File: src/rtl/pllrate_pkg.sv
package pllrate_pkg;
  localparam int unsigned M_W    = 10;
  localparam int unsigned P_W    = 6;
  localparam int unsigned S_W    = 3;
  localparam int unsigned K_W    = 16;
  localparam int unsigned FRAC_W = 16;

  // field positions decoded by the divider word layout
  localparam int unsigned M_LSB = 12;
  localparam int unsigned P_LSB = 4;
  localparam int unsigned S_LSB = 0;
  localparam int unsigned K_LSB = 0;

  localparam int unsigned COEF_W = M_W + FRAC_W + 1;
  localparam int unsigned DEN_W  = P_W + FRAC_W + (2 ** S_W) - 1;

  typedef struct packed {
    logic [M_W-1:0]        m;
    logic [P_W-1:0]        p;
    logic [S_W-1:0]        s;
    logic signed [K_W-1:0] k;
  } pll_fields_t;
endpackage

File: src/rtl/pllrate_unpack.sv
module pllrate_unpack
  import pllrate_pkg::*;
#(
  parameter int unsigned WORD_W  = 32,
  parameter bit          FRAC_EN = 1'b1
) (
  input  logic              mode_i,
  input  logic [WORD_W-1:0] div0_i,
  input  logic [WORD_W-1:0] div1_i,
  output pll_fields_t       fld_o
);
  always_comb begin
    fld_o.m = div0_i[M_LSB +: M_W];
    fld_o.p = div0_i[P_LSB +: P_W];
    fld_o.s = div0_i[S_LSB +: S_W];
  end

  generate
    if (FRAC_EN) begin : g_frac
      assign fld_o.k = mode_i ? $signed(div1_i[K_LSB +: K_W]) : '0;
    end else begin : g_int
      logic unused_w;
      assign unused_w = mode_i ^ (^div1_i);
      assign fld_o.k  = '0;
    end
  endgenerate
endmodule

File: src/rtl/pllrate_numer.sv
module pllrate_numer
  import pllrate_pkg::*;
#(
  parameter int unsigned FIN_W = 32,
  parameter int unsigned NUM_W = 64
) (
  input  pll_fields_t       fld_i,
  input  logic [FIN_W-1:0]  fin_i,
  output logic [NUM_W-1:0]  mag_o,
  output logic              neg_o,
  output logic [DEN_W-1:0]  den_o
);
  logic signed [COEF_W-1:0] coef;
  logic        [COEF_W-1:0] coef_abs;

  always_comb begin
    coef     = $signed({1'b0, fld_i.m, {FRAC_W{1'b0}}})
             + $signed({{(COEF_W-K_W){fld_i.k[K_W-1]}}, fld_i.k});
    neg_o    = coef[COEF_W-1];
    coef_abs = neg_o ? COEF_W'(-coef) : COEF_W'(coef);
    mag_o    = NUM_W'(fin_i) * NUM_W'(coef_abs);
    den_o    = DEN_W'({fld_i.p, {FRAC_W{1'b0}}}) << fld_i.s;
  end
endmodule

File: src/rtl/pllrate_divider.sv
module pllrate_divider #(
  parameter int unsigned NUM_W = 64,
  parameter int unsigned DEN_W = 29
) (
  input  logic             clk_i,
  input  logic             rst_ni,
  input  logic             start_i,
  input  logic [NUM_W-1:0] dvd_i,
  input  logic [DEN_W-1:0] den_i,
  input  logic             neg_i,
  output logic             busy_o,
  output logic             done_o,
  output logic             err_o,
  output logic [NUM_W-1:0] res_o
);
  localparam int unsigned CNT_W = $clog2(NUM_W + 1);

  logic             busy_q, done_q, err_q, neg_q;
  logic [CNT_W-1:0] cnt_q;
  logic [NUM_W-1:0] dvd_q, quo_q, res_q;
  logic [DEN_W-1:0] rem_q, den_q;

  logic [DEN_W:0]   rem_sh, diff;
  logic             ge;
  logic [DEN_W-1:0] rem_nx;
  logic [NUM_W-1:0] quo_nx;

  always_comb begin
    rem_sh = {rem_q, dvd_q[NUM_W-1]};
    diff   = rem_sh - {1'b0, den_q};
    ge     = ~diff[DEN_W];
    rem_nx = ge ? diff[DEN_W-1:0] : rem_sh[DEN_W-1:0];
    quo_nx = {quo_q[NUM_W-2:0], ge};
  end

  always_ff @(posedge clk_i or negedge rst_ni) begin
    if (!rst_ni) begin
      busy_q <= 1'b0;
      done_q <= 1'b0;
      err_q  <= 1'b0;
      neg_q  <= 1'b0;
      cnt_q  <= '0;
      dvd_q  <= '0;
      quo_q  <= '0;
      res_q  <= '0;
      rem_q  <= '0;
      den_q  <= '0;
    end else begin
      done_q <= 1'b0;
      err_q  <= 1'b0;
      res_q  <= '0;
      if (!busy_q) begin
        if (start_i) begin
          if (den_i == '0) begin
            done_q <= 1'b1;
            err_q  <= 1'b1;
          end else begin
            busy_q <= 1'b1;
            cnt_q  <= CNT_W'(NUM_W);
            dvd_q  <= dvd_i;
            den_q  <= den_i;
            neg_q  <= neg_i;
            rem_q  <= '0;
            quo_q  <= '0;
          end
        end
      end else begin
        dvd_q <= dvd_q << 1;
        rem_q <= rem_nx;
        quo_q <= quo_nx;
        cnt_q <= cnt_q - CNT_W'(1);
        if (cnt_q == CNT_W'(1)) begin
          busy_q <= 1'b0;
          done_q <= 1'b1;
          res_q  <= neg_q ? -quo_nx : quo_nx;
        end
      end
    end
  end

  assign busy_o = busy_q;
  assign done_o = done_q;
  assign err_o  = err_q;
  assign res_o  = res_q;

  assert_rem_below_den_R4: assert property (@(posedge clk_i) disable iff (!rst_ni)
    busy_q |-> (rem_q < den_q));

  assert_busy_hold_R8: assert property (@(posedge clk_i) disable iff (!rst_ni)
    (busy_q && cnt_q != CNT_W'(1)) |=> (busy_q && $stable(den_q) && $stable(neg_q)));

  assert_err_zero_R6: assert property (@(posedge clk_i) disable iff (!rst_ni)
    err_q |-> (done_q && res_q == '0));
endmodule

File: src/rtl/pll_rate_calc.sv
module pll_rate_calc
  import pllrate_pkg::*;
#(
  parameter int unsigned FIN_W   = 32,
  parameter int unsigned WORD_W  = 32,
  parameter int unsigned NUM_W   = 64,
  parameter bit          FRAC_EN = 1'b1
) (
  input  logic                    clk_i,
  input  logic                    rst_ni,
  input  logic                    start_i,
  input  logic                    mode_i,
  input  logic [WORD_W-1:0]       div0_i,
  input  logic [WORD_W-1:0]       div1_i,
  input  logic [FIN_W-1:0]        fin_i,
  output logic                    done_o,
  output logic                    err_o,
  output logic signed [NUM_W-1:0] freq_o
);
  pll_fields_t      fld;
  logic [NUM_W-1:0] mag;
  logic             neg;
  logic [DEN_W-1:0] den;
  logic             busy;
  logic [NUM_W-1:0] res;

  pllrate_unpack #(.WORD_W(WORD_W), .FRAC_EN(FRAC_EN)) u_unpack (
    .mode_i (mode_i),
    .div0_i (div0_i),
    .div1_i (div1_i),
    .fld_o  (fld)
  );

  pllrate_numer #(.FIN_W(FIN_W), .NUM_W(NUM_W)) u_numer (
    .fld_i (fld),
    .fin_i (fin_i),
    .mag_o (mag),
    .neg_o (neg),
    .den_o (den)
  );

  pllrate_divider #(.NUM_W(NUM_W), .DEN_W(DEN_W)) u_div (
    .clk_i   (clk_i),
    .rst_ni  (rst_ni),
    .start_i (start_i),
    .dvd_i   (mag),
    .den_i   (den),
    .neg_i   (neg),
    .busy_o  (busy),
    .done_o  (done_o),
    .err_o   (err_o),
    .res_o   (res)
  );

  assign freq_o = $signed(res);

  assert_done_single_R5: assert property (@(posedge clk_i) disable iff (!rst_ni)
    (done_o && !err_o) |=> (!done_o || err_o));

  assert_idle_zero_R7: assert property (@(posedge clk_i) disable iff (!rst_ni)
    !done_o |-> (freq_o == '0 && !err_o));

  assert_done_not_busy_R9: assert property (@(posedge clk_i) disable iff (!rst_ni)
    done_o |-> !busy);
endmodule

File: config.mk
export PLATFORM = sky130hd
export DESIGN_NAME = pll_rate_calc
export DESIGN_NICKNAME = d
export VERILOG_FILES = /design/src/rtl/pllrate_pkg.sv /design/src/rtl/pllrate_unpack.sv /design/src/rtl/pllrate_numer.sv /design/src/rtl/pllrate_divider.sv /design/src/rtl/pll_rate_calc.sv
export SDC_FILE = /design/constraint.sdc
export NUM_CORES = 2
export LEC_CHECK = 0
export ABC_AREA = 1
export BUFFER_PORTS_ARGS = -buffer_cell sky130_fd_sc_hd__buf_4
export CAP_MARGIN = 10
export CELL_PAD_IN_SITES_DETAIL_PLACEMENT = 1
export CELL_PAD_IN_SITES_GLOBAL_PLACEMENT = 2
export CORE_UTILIZATION = 42
export CTS_CLUSTER_DIAMETER = 40
export CTS_CLUSTER_SIZE = 8
export DETAILED_ROUTE_END_ITERATION = 12
export GPL_TIMING_DRIVEN = 0
export PLACE_DENSITY_LB_ADDON = 0.2
export SLEW_MARGIN = 20
export SYNTH_ARGS = -nofsm -noshare
export SYNTH_HDL_FRONTEND = slang
export SYNTH_SLANG_ARGS = --single-unit
File: constraint.sdc
create_clock -name clk_i -period 8.34 [get_ports clk_i]
set_input_delay 1.668 -clock clk_i [delete_from_list [all_inputs] [get_ports clk_i]]
set_output_delay 1.668 -clock clk_i [all_outputs]
set_load 0.01 [all_outputs]
==> results.md <==
Worst hold path:
- The class of the most critical hold timing path is reg2reg.

Critical path:
- STA puts the critical path data required time at 8.73 ns.
- The slowest stage of the critical path belongs to the cell fa_2.
- The kind of end point of the critical path is a flip-flop.
- The most repeated library cell on the critical path is fa_1.
- On the worst path, the slowest cell contributes a delay of 0.65 ns.
- The launching element type of the critical path is an input pin.
- The type of the setup path with the least slack is in2reg.
- The data arrival time of the worst path is 9.39 ns.
- The maximum fanout along the worst path is 7.

Clocking:
- The later pin in the worst-skew pair is clocked with a latency of 0.52 ns.
- The clock-pin slew on the worst setup and hold paths is 0.05 ns.
- The master cell of the clock root buffer is clkbuf_16.
- TritonCTS built the clock tree.
- CTS saw 244 sinks.
- The number of levels the H-tree was split into is 2.
- Buffers inserted during clock tree synthesis total 36.
- The quantity of hold-fixing buffers added after cts is 0.
- The deepest clock path buffer count is 3.

Synth:
- The synthesized design contains 244 register bits.
- The fraction of registers with async set or reset after synthesis is between 90% and 100%.
- During synthesis, Yosys emitted a total of 0 warnings.
- The mapped netlist covers ~42,000 um2.
- After synthesis, the netlist uses 55 different library cells.
- The cell count after synthesis came out at 5,356.
- After synthesis, the cell types taking the most area are fa_1 (36%), dfrtp_1 (15%), nand2_1 (12%), inv_1 (11%), ha_1 (6.6%).
- For this run, the leading register cell type out of synthesis is dfrtp_1.
- The share of the Yosys chip area taken by registers is 14.67%.
- In this run the biggest area consumer among cell types represents between 30% and 40% of the synthesized area.
- The number of enable flip-flop cells after synthesis is 0.
- Summed over all instances, the cell type with the most area after synthesis is fa_1.
- The mean area per synthesized cell is 7.772 um2.
- The number of nets in the synthesized netlist is between 6,000 and 7,000.

Timing:
- The share of the cycle needed by the critical path after routing is 108.0%.
- The worst-case clock skew is 0.02555 ns.
- The number of failing setup endpoints in the final timing report is 39.
- Setup repair after global routing could not meet its margin everywhere.
- The headroom to the max-slew limit is 14.23%.
- The number of pins with negative max-slew slack in the final report is 0.
- Across all setup checks in the final design, the least slack found is -0.6637 ns.
- The worst path in the final design needs a cycle of 9.004 ns, including I/O delays and setup.
- Final hold analysis gives a worst-case slack of 0.4827 ns.
- The final hold violation count is 0.
- For the pin with the worst max-slew slack, the measured transition is 1.287 ns.
- Derived from the worst setup path, the maximum achievable clock frequency is 111.1 MHz.

Place:
- The placer congestion estimate is 0.9488.
- During placement, the flow inserted port buffers numbering 116.
- The worst-case setup slack after placement is -1.825 ns.
- The HPWL after detailed placement is around 130,000 um.

Final layout:
- The fill cell instance count of the final layout is roughly 12,000.
- The area occupied by multi-input gates is 33,260 um2.
- The final layout contains 6,800 nets.
- The number of antenna diodes in the final layout is 0.
- Compared with the post-synthesis result, the final layout area differs by 23.64%.
- The register area is 6106 um2.
- The fraction of layout instances using a drive strength above 1 is 21.00%.

Drt:
- The final route contains 37,960 vias.
- The average vias per placed instance is 5.406.
- The length of the first detailed-routing pass in iterations is 5.
- The count of nets left with antenna violations once routing finished came out at 0.
- The detailed router finished its first iteration with 2,821 violations.
- The total detailed-routing wirelength is 165,800 um.
- In the routed design, unresolved DRC markers number 0.
- After detailed routing, the average wire length per cell comes to 23.61 um.

Die:
- The floorplan step defined a die boundary enclosing about 100,000 um2.
- The floorplan has ~120 rows.
- The boundary pin count is 166.
- The height of the chip is 316.8 um.
- The region available for standard cell placement spans about 98,000 um2.
- The initial core utilization is a little over two fifths.
- The die span in x is between 300 and 400 um.

Global route:
- The initial antenna violation count is 7.
- The remaining global-route overflow is 0.
- The via count of the first global-routing pass came to ~41,000.
- The global-route wire length before repair is 248,100 um.
- Entering global routing, the biggest net connects a little under 80 pins.
- The overall fraction of global-route tracks in use is 33.04%.

Run status:
- The flow ran to the end, but the final reports show violations.
- The checks that failed: setup timing.

Run:
- Max-cap violations in this run came to 0.
Yosys cell counts, types with 6 or more instances:
master	instances
a21oi_2	19
nand2_2	26
o21ai_0	149
clkbuf_1	112
buf_1	17
inv_1	1182
nand4_1	46
fa_1	749
or2_2	6
a31oi_1	12
o211ai_1	6
o21ai_1	7
dfrtp_1	244
ha_1	218
nor2_2	11
nand3_1	203
buf_4	8
nor2_1	432
nand2_4	9
xnor2_1	12
nor4_1	7
inv_2	28
a21oi_1	158
xor2_1	48
a21o_1	7
nand3b_1	8
a21boi_0	7
buf_2	76
buf_6	11
o21bai_1	12
o21a_1	8
nand2_1	1357
o22ai_1	82
nor3_1	41
critical path: cells and delay by family:
family                     cells  cell delay (ns)
buffers and inverters         11             1.06
AOI/OAI and AO/OA              3             0.53
adders and majority gates      9             4.17
and+or+nand+nor               14             1.77
xor gates and xnor gates       1             0.16
kinds of logic after synthesis:
group	synth area share (%)
adder cells (fa/ha/maj)	42.57
XOR/XNOR	1.262
flip-flops	14.67
AND/OR/NAND/NOR	21.45
AO/OA/AOI/OAI	6.516
buffers and inverters	13.53
per-layer routing:
layer	vias up	track usage, %	share of wire, %
met5	-	0	0.021
met4	4	11.23	4.0
met3	288	5.804	7.3
met2	1264	52.60	46
met1	19720	45.41	42
li1	16680	-	-
state kept, by name, indices dropped and copies added, names as in the netlist:
signal        count
u_div.dvd_q      64
u_div.den_q      13
u_div.err_o       1
u_div.done_o      1
u_div.rem_q      29
u_div.neg_q       1
u_div.cnt_q       7
u_div.quo_q      63
u_div.busy_o      1
u_div.res_o      64
final cells by class:
type / instances / share of cell area (%)
plain buffers: 224 / 3.270
clock buffers: 38 / 1.806
clock inverters: 1 / 0.009724
inverters: 1215 / 9.203
multi-input cells: 3672 / 64.62
flip-flops and latches: 244 / 11.86
well taps: 1287 / 3.129
repair buffers: 340 / 6.102
stage by stage:
step	std cells	instance area [um2]	setup TNS (ns)	util (%)
floorplan	5356	42280	-1.450	-
global placement	6759	44760	-71.75	45.55
detailed placement	6762	44850	-74.30	45.64
CTS	6966	49810	-9.791	50.69
global route	7021	51470	-26.65	52.37
finish	7021	51470	-18.43	52.37
what timing repair did:
action / CTS / global route
resized for setup: 698 / 333
buffers inserted: 157 / 57
endpoints found under the setup margin: 48 / 48
gates cloned: 10 / 1
pin swaps: 241 / 181
worst paths after layout:
check | start | to | slack (ns) | cells past startpoint
setup / recovery | mode_i | u_div.dvd_q[40] | -0.66 | 38
hold / removal | u_div.dvd_q[48] | u_div.dvd_q[48] | 0.48 | 2
setup reg to reg | u_div.rem_q[15] | u_div.res_o[58] | 2.86 | 21
hold reg to reg | u_div.dvd_q[48] | u_div.dvd_q[48] | 0.48 | 2
max in group asynchronous | rst_ni | u_div.den_q[28] | 6.22 | 3
min in group asynchronous | rst_ni | u_div.res_o[23] | 1.05 | 1
cell usage in the layout, fill, tap and decap left out, types with 45 or more instances in the layout:
cell type / instances
inv_2: 74
o22ai_1: 82
dfrtp_1: 244
buf_6: 49
clkbuf_1: 110
nor2_2: 47
o21ai_0: 106
ha_1: 176
nand2_1: 1196
fa_2: 46
nand4_1: 46
buf_4: 285
nand2_4: 54
nand3_1: 164
nand2_2: 128
fa_1: 703
nor2_4: 69
a21oi_2: 45
inv_1: 1101
a21oi_1: 105
nor2_1: 330
Power is left out: the tool's default activity adds up to more than one toggle a clock period on the data nets, which glitch-free logic cannot reach.
